**src/rtl/i2c_rcv_pkg.sv**
```systemverilog
package i2c_rcv_pkg;

    typedef enum logic [3:0] {
        RCV_IDLE,
        RCV_CHECK,
        RCV_STRETCH,
        RCV_PULSE_PRE,
        RCV_PULSE_LOW,
        RCV_PULSE_POST,
        RCV_END_SDA,
        RCV_END_SCL,
        RCV_END_REL
    } rcv_state_e;

    // Number of system clocks in one timing step, never below one.
    function automatic int unsigned step_cycles(longint unsigned hz, longint unsigned us);
        longint unsigned c;
        c = (hz * us) / 64'd1_000_000;
        return (c < 64'd1) ? 1 : int'(c);
    endfunction

    function automatic logic pulls_scl(rcv_state_e s);
        return (s == RCV_PULSE_LOW) || (s == RCV_END_SCL);
    endfunction

    function automatic logic pulls_sda(rcv_state_e s);
        return (s == RCV_END_SDA) || (s == RCV_END_SCL) || (s == RCV_END_REL);
    endfunction

endpackage

```
**src/rtl/rcv_step_timer.sv**
```systemverilog
module rcv_step_timer #(
    parameter int unsigned CYCLES = 4
) (
    input  logic clk,
    input  logic rst,
    input  logic load,
    output logic expired
);
    localparam int unsigned W = (CYCLES > 1) ? $clog2(CYCLES) : 1;
    localparam logic [W-1:0] RELOAD = W'(CYCLES - 1);

    logic [W-1:0] cnt_q;

    always_ff @(posedge clk) begin
        if (rst || load)
            cnt_q <= RELOAD;
        else if (cnt_q != '0)
            cnt_q <= cnt_q - 1'b1;
    end

    assign expired = (cnt_q == '0);


    timer_bound_chk: assert property (@(posedge clk) disable iff (rst)
        (!load && cnt_q != '0) |=> (cnt_q == $past(cnt_q) - 1'b1));
endmodule

```
**src/rtl/rcv_event_counter.sv**
```systemverilog
module rcv_event_counter #(
    parameter int unsigned LIMIT = 9
) (
    input  logic clk,
    input  logic rst,
    input  logic clr,
    input  logic inc,
    output logic at_limit
);
    localparam int unsigned W = (LIMIT < 1) ? 1 : $clog2(LIMIT + 1);
    localparam logic [W-1:0] TOP = W'(LIMIT);

    logic [W-1:0] cnt_q;

    always_ff @(posedge clk) begin
        if (rst || clr)
            cnt_q <= '0;
        else if (inc && cnt_q != TOP)
            cnt_q <= cnt_q + 1'b1;
    end

    assign at_limit = (cnt_q == TOP);


    count_hold_chk: assert property (@(posedge clk) disable iff (rst)
        (at_limit && !clr) |=> at_limit);
endmodule

```
**src/rtl/i2c_bus_recovery.sv**
```systemverilog
module i2c_bus_recovery #(
    parameter int unsigned CLK_HZ        = 125_000_000,
    parameter int unsigned STEP_US       = 10,
    parameter int unsigned MAX_PULSES    = 9,
    parameter int unsigned STRETCH_LIMIT = 100_000
) (
    input  logic clk,
    input  logic rst,
    input  logic start_i,
    input  logic scl_i,
    input  logic sda_i,
    output logic scl_oe_o,
    output logic sda_oe_o,
    output logic done_o,
    output logic timeout_o
);
    import i2c_rcv_pkg::*;

    localparam int unsigned STEP_CYC = step_cycles(CLK_HZ, STEP_US);
    localparam int unsigned STR_TOP  = (STRETCH_LIMIT > 1) ? STRETCH_LIMIT - 1 : 1;

    rcv_state_e st_q, st_d;
    logic       step_done, pulse_full, stretch_full, give_up;
    logic       scl_q, sda_q, done_q, tmo_q;

    rcv_step_timer #(.CYCLES(STEP_CYC)) i_step (
        .clk(clk), .rst(rst), .load(st_d != st_q), .expired(step_done)
    );

    rcv_event_counter #(.LIMIT(MAX_PULSES)) i_pulses (
        .clk(clk), .rst(rst),
        .clr(st_q == RCV_IDLE),
        .inc(st_q == RCV_PULSE_LOW && step_done),
        .at_limit(pulse_full)
    );

    rcv_event_counter #(.LIMIT(STR_TOP)) i_stretch (
        .clk(clk), .rst(rst),
        .clr(st_q != RCV_STRETCH),
        .inc(st_q == RCV_STRETCH),
        .at_limit(stretch_full)
    );

    assign give_up = (st_q == RCV_CHECK   && !sda_i && pulse_full) ||
                     (st_q == RCV_STRETCH && !scl_i && stretch_full);

    always_comb begin
        st_d = st_q;
        unique case (st_q)
            RCV_IDLE:       if (start_i) st_d = RCV_CHECK;
            RCV_CHECK:      if (sda_i) st_d = RCV_END_SDA;
                            else if (pulse_full) st_d = RCV_IDLE;
                            else st_d = RCV_STRETCH;
            RCV_STRETCH:    if (scl_i) st_d = RCV_PULSE_PRE;
                            else if (stretch_full) st_d = RCV_IDLE;
            RCV_PULSE_PRE:  if (step_done) st_d = RCV_PULSE_LOW;
            RCV_PULSE_LOW:  if (step_done) st_d = RCV_PULSE_POST;
            RCV_PULSE_POST: if (step_done) st_d = RCV_CHECK;
            RCV_END_SDA:    if (step_done) st_d = RCV_END_SCL;
            RCV_END_SCL:    if (step_done) st_d = RCV_END_REL;
            RCV_END_REL:    if (step_done) st_d = RCV_IDLE;
            default:        st_d = RCV_IDLE;
        endcase
    end

    always_ff @(posedge clk) begin
        if (rst) begin
            st_q   <= RCV_IDLE;
            scl_q  <= 1'b0;
            sda_q  <= 1'b0;
            done_q <= 1'b0;
            tmo_q  <= 1'b0;
        end else begin
            st_q   <= st_d;
            scl_q  <= pulls_scl(st_d);
            sda_q  <= pulls_sda(st_d);
            done_q <= (st_q == RCV_END_REL) && step_done;
            if (st_q == RCV_IDLE && start_i)
                tmo_q <= 1'b0;
            else if (give_up)
                tmo_q <= 1'b1;
        end
    end

    assign scl_oe_o  = scl_q;
    assign sda_oe_o  = sda_q;
    assign done_o    = done_q;
    assign timeout_o = tmo_q;


    idle_release_chk: assert property (@(posedge clk) disable iff (rst)
        (st_q == RCV_IDLE) |-> (!scl_oe_o && !sda_oe_o));

    start_edge_chk: assert property (@(posedge clk) disable iff (rst)
        $rose(sda_oe_o) |-> (!scl_oe_o && !$past(scl_oe_o)));

    stop_edge_chk: assert property (@(posedge clk) disable iff (rst)
        $fell(sda_oe_o) |-> (!scl_oe_o && !$past(scl_oe_o)));

    stretch_wait_chk: assert property (@(posedge clk) disable iff (rst)
        ($rose(scl_oe_o) && !sda_oe_o) |-> $past(scl_i));

    done_single_chk: assert property (@(posedge clk) disable iff (rst)
        done_o |=> !done_o);

    done_free_chk: assert property (@(posedge clk) disable iff (rst)
        done_o |-> (!scl_oe_o && !sda_oe_o && !timeout_o));

    timeout_free_chk: assert property (@(posedge clk) disable iff (rst)
        $rose(timeout_o) |-> (!scl_oe_o && !sda_oe_o));
endmodule

```
**config.mk**
```make
export PLATFORM = sky130hd
export DESIGN_NAME = i2c_bus_recovery
export DESIGN_NICKNAME = d
export VERILOG_FILES = /design/src/rtl/i2c_rcv_pkg.sv /design/src/rtl/rcv_step_timer.sv /design/src/rtl/rcv_event_counter.sv /design/src/rtl/i2c_bus_recovery.sv
export SDC_FILE = /design/constraint.sdc
export NUM_CORES = 1
export LEC_CHECK = 0
export CORE_MARGIN = 3
export CORE_UTILIZATION = 50
export CTS_CLUSTER_DIAMETER = 200
export DETAILED_ROUTE_END_ITERATION = 8
export GPL_TIMING_DRIVEN = 0
export PLACE_DENSITY = 0.68
export REMOVE_ABC_BUFFERS = 1
export SYNTH_ARGS = -nofsm -noshare
export SYNTH_HDL_FRONTEND = slang
export SYNTH_SLANG_ARGS = --single-unit
```
**constraint.sdc**
```tcl
create_clock -name clk -period 3.36 [get_ports clk]
set_input_delay 0.84 -clock clk [delete_from_list [all_inputs] [get_ports clk]]
set_output_delay 0.84 -clock clk [all_outputs]
set_load 0.05 [all_outputs]
```
==> impl_results.md, run 1 <==
- Synth async-reset ratio: 0%
- Worst path required time: 3.58 ns
- GRT overflow: 0
- Worst relative slew slack: 14.74%
- Post-synth top area cell: dfxtp_1
- Post-CTS Setup Inserts: 0
- CTS max path bufs: 2
- Max FO, Critical Path: 11
- Kind of critical path: in -> reg
- Pint: 0.9122 mW
- Most common library cells after synthesis: dfxtp_1, nor2_1, nand2_1, nand3_1, clkbuf_1
- Initial DRC count: 130
- Top-area cell type share of the netlist area: 36.41%
- Slew at the pin closest to its max-slew limit: 1.271 ns
- Layout cells sized above 1: 9.690%
- Layout net count: 266
- Clock slew at reported path FFs: 0.08 ns
- Avg Cell Area, Syn: 8.493 um2
- Top cells by area, synth: dfxtp_1, nor2_1, xnor2_1
- Peak VDD IR: 0.3495 mV
- Crit path max-delay cell type: a211oi_1
- Core area: 4115 um2
- CTS tree: done
- Library cells used by synthesis: 58
- Sink Count: 40
- Sequential share of the synthesized area: 36.41%
- PnR worst setup slack: 0.1905 ns
- Tcrit/Tclk final: 94.33%
- Cts hold-fix bufs: 0
- Layout overhead on the synthesized area: 8.532%
- Switching share of power: 36.12%
- Total Routing Usage GR: 18.15%
- CP Cell Sequence: clkdlybuf4s50_1, nor4bb_1, nor2_1, a211oi_1, o21ai_0, nor2_1
- Buffers on Ports: 8
- Clk network pwr share: 27.2%
- Pin count of the biggest net entering global routing: 19
- DRT antenna net count: 0
- Worst slack at placement: 0.03485 ns
- FMAX: 315.5 MHz
- Total CTS buffers: 5
- DR pass1 iterations: 4
- Vias in the first global route: 1,633
- Pwr/cell area: 598.1 nW/um2
- Arr. time, crit path: 3.39 ns
- Final setup fails: 0
- RSZ-0062 raised after global routing: false
- Yosys warns: 0
- CP endpoint: i_step.cnt_q[3]
- Initial antenna violation count: 0
- Net Sw Power: 0.5158 mW
- Root Driver: clkbuf_8
- Worst setup EP type: register
- Routed vias: 1,805
- Critical path depth: 6
- Setup crit start: sda_i
- CP max stage delay: 1.04 ns
- Die footprint: 5231 um2
- Crit path buf inv count: 1
- Post-synthesis cell count: 259
- First-pass GRT wire length: 7631 um
- # fillers: 369
- Worst r2r path cells: 7
- Starting Density: 53.45%
- Slew Viols, Final: 0
- Die Ht: 72.33 um
- # diodes: 0
- Worst-Skew Late Latency: 0.29 ns
- Die Span X: 72.33 um
- # Max-Cap Violations: 0
- Logic pwr share: 31.5%
- Cell area after synthesis: 2200 um2
- Hold WC Path Type: reg -> reg
- Ys flop type: dfxtp_1
- CP top delay family: compound AO/OA/AOI/OAI gates
- Startpoint types: input port
- Routed vias/inst: 5.860
- Top-count cell post-synth: dfxtp_1
- Row count: 23
- Leak: 0.8026 nW
- Final Hold Vio Count: 0
- Reg2Reg Launch Point: i_step.cnt_q[0]
- Htree depth: 2
- Clk_skew: 0.007680 ns
- Cell mode on critical path: nor2_1
- # DRC: 0
- Post-synthesis register bit count: 40
- Post-DP HPWL: 2993 um
- Status: finished clean
- R2r endpoint: i_step.cnt_q[8]
- Final Wtd Congestion: 0.7863
- Flop pwr share: 41.2%
- Routed wire length per instance: 14.05 um
- Post-synth EDFFs: 0
- Setup TNS: 0 ns
- Final WL: 4327 um
- Post-CTS Resized: 0
- I/O pin count: 9
- R2R Setup Slk: 0.51 ns
- Tmin final: 3.170 ns
[worst register-to-register path, cell delays in order (launching register included)]
cell	delay (ns)
dfxtp_1	0.33
inv_1	0.09
ha_1	0.20
or4b_1	0.61
nor4_4	0.58
a21boi_0	0.25
o32a_1	0.51
and3_1	0.19
[worst min path at each step]
| stage | startpoint | to | slack, ns | cells past startpoint |
|---|---|---|---|---|
| after floorplan | i_stretch.cnt_q[1] | i_stretch.cnt_q[1] | 0.47 | 2 |
| after global placement | i_stretch.cnt_q[1] | i_stretch.cnt_q[1] | 0.48 | 2 |
| after detailed placement | i_stretch.cnt_q[1] | i_stretch.cnt_q[1] | 0.49 | 2 |
| after CTS | i_stretch.cnt_q[1] | i_stretch.cnt_q[1] | 0.50 | 2 |
| after global routing | i_stretch.cnt_q[1] | i_stretch.cnt_q[1] | 0.53 | 2 |
| final | i_stretch.cnt_q[1] | i_stretch.cnt_q[1] | 0.50 | 2 |
[through the flow]
stage | utilization (%) | power [mW] | instance area, um2 | cells | hold slack (ns)
6_report | 58.01 | 1.428 | 2387 | 308 | 0.4969
5_1_grt | 58.01 | 1.526 | 2387 | 308 | 0.5284
4_1_cts | 57.80 | 1.436 | 2379 | 308 | 0.4959
3_5_place_dp | 55.09 | 1.043 | 2267 | 300 | 0.4856
3_3_place_gp | 55.09 | 1.039 | 2267 | 300 | 0.4800
2_1_floorplan | - | 0.9389 | 2125 | 242 | 0.4663
[state kept, by name, summed over array words and instances (netlist names)]
signal,flops
i_stretch.cnt_q,17
timeout_o,1
i_pulses.cnt_q,4
done_o,1
sda_oe_o,1
st_q,4
i_step.cnt_q,11
scl_oe_o,1
[per-layer routing]
layer | global-route usage, % | vias up | routed length [um]
met1 | 28.69 | 836 | 2452
met2 | 24.06 | 34 | 1684
met4 | 3.132 | 0 | 19
met5 | 0 | - | 0
li1 | - | 933 | -
met3 | 5.402 | 2 | 171
[power groups by stage]
stage               Sequential (mW)  Combinational, mW  Clock, mW
global route                  0.600              0.506      0.421
CTS                           0.588              0.449      0.400
detailed placement            0.599              0.444          0
global placement              0.598              0.441          0
floorplan                     0.595              0.343          0
finish                        0.589              0.450      0.389
[layout make-up]
class | count | area (um2) | share of cell area (%)
tap | 50 | 62.56 | 2.621
inverter | 8 | 30.03 | 1.258
sequential | 40 | 800.8 | 33.54
clock buffer | 5 | 68.82 | 2.883
multi-input combinational | 194 | 1303 | 54.56
clock inverter | 3 | 42.54 | 1.782
timing repair buffer | 8 | 80.08 | 3.354
[layout by cell type, fill, tap and decap left out, drive strengths merged, types with 2 or more instances in the layout]
master,instances
a21oi,9
and3,8
nor3,7
dfxtp,40
ha,4
xnor2,11
a211oi,2
nand4b,2
or3,2
clkbuf,5
inv,8
or2,2
nand3,14
nor4b,3
or4b,4
xor2,11
nor2,36
o41ai,3
nor4,10
nand4,7
o31ai,2
o21ai,5
a21boi,2
nand2b,4
o211ai,3
a21o,2
nand2,15
or4,6
nor2b,3
clkdlybuf4s50,8
[logic make-up after synthesis]
group / synth area share, %
DFF: 36.41
muxes: 0.9670
buffers and inverters: 4.778
adders and majority gates: 2.275
xor gates and xnor gates: 8.760
AOI/OAI and AO/OA: 14.22
and+or+nand+nor: 32.59
Note: power is estimated with default switching activity, not from simulation.
==> run 2, diff against run 1 <==
--- a/config.mk
+++ b/config.mk
@@ -5,6 +5,7 @@
 export SDC_FILE = /design/constraint.sdc
 export NUM_CORES = 1
 export LEC_CHECK = 0
+export ABC_CLOCK_PERIOD_IN_PS = 3360
 export CORE_MARGIN = 3
 export CORE_UTILIZATION = 50
 export CTS_CLUSTER_DIAMETER = 200
==> results of run 2 <==
Same layout as run 1: the final DEF is identical, and so are final timing and power.
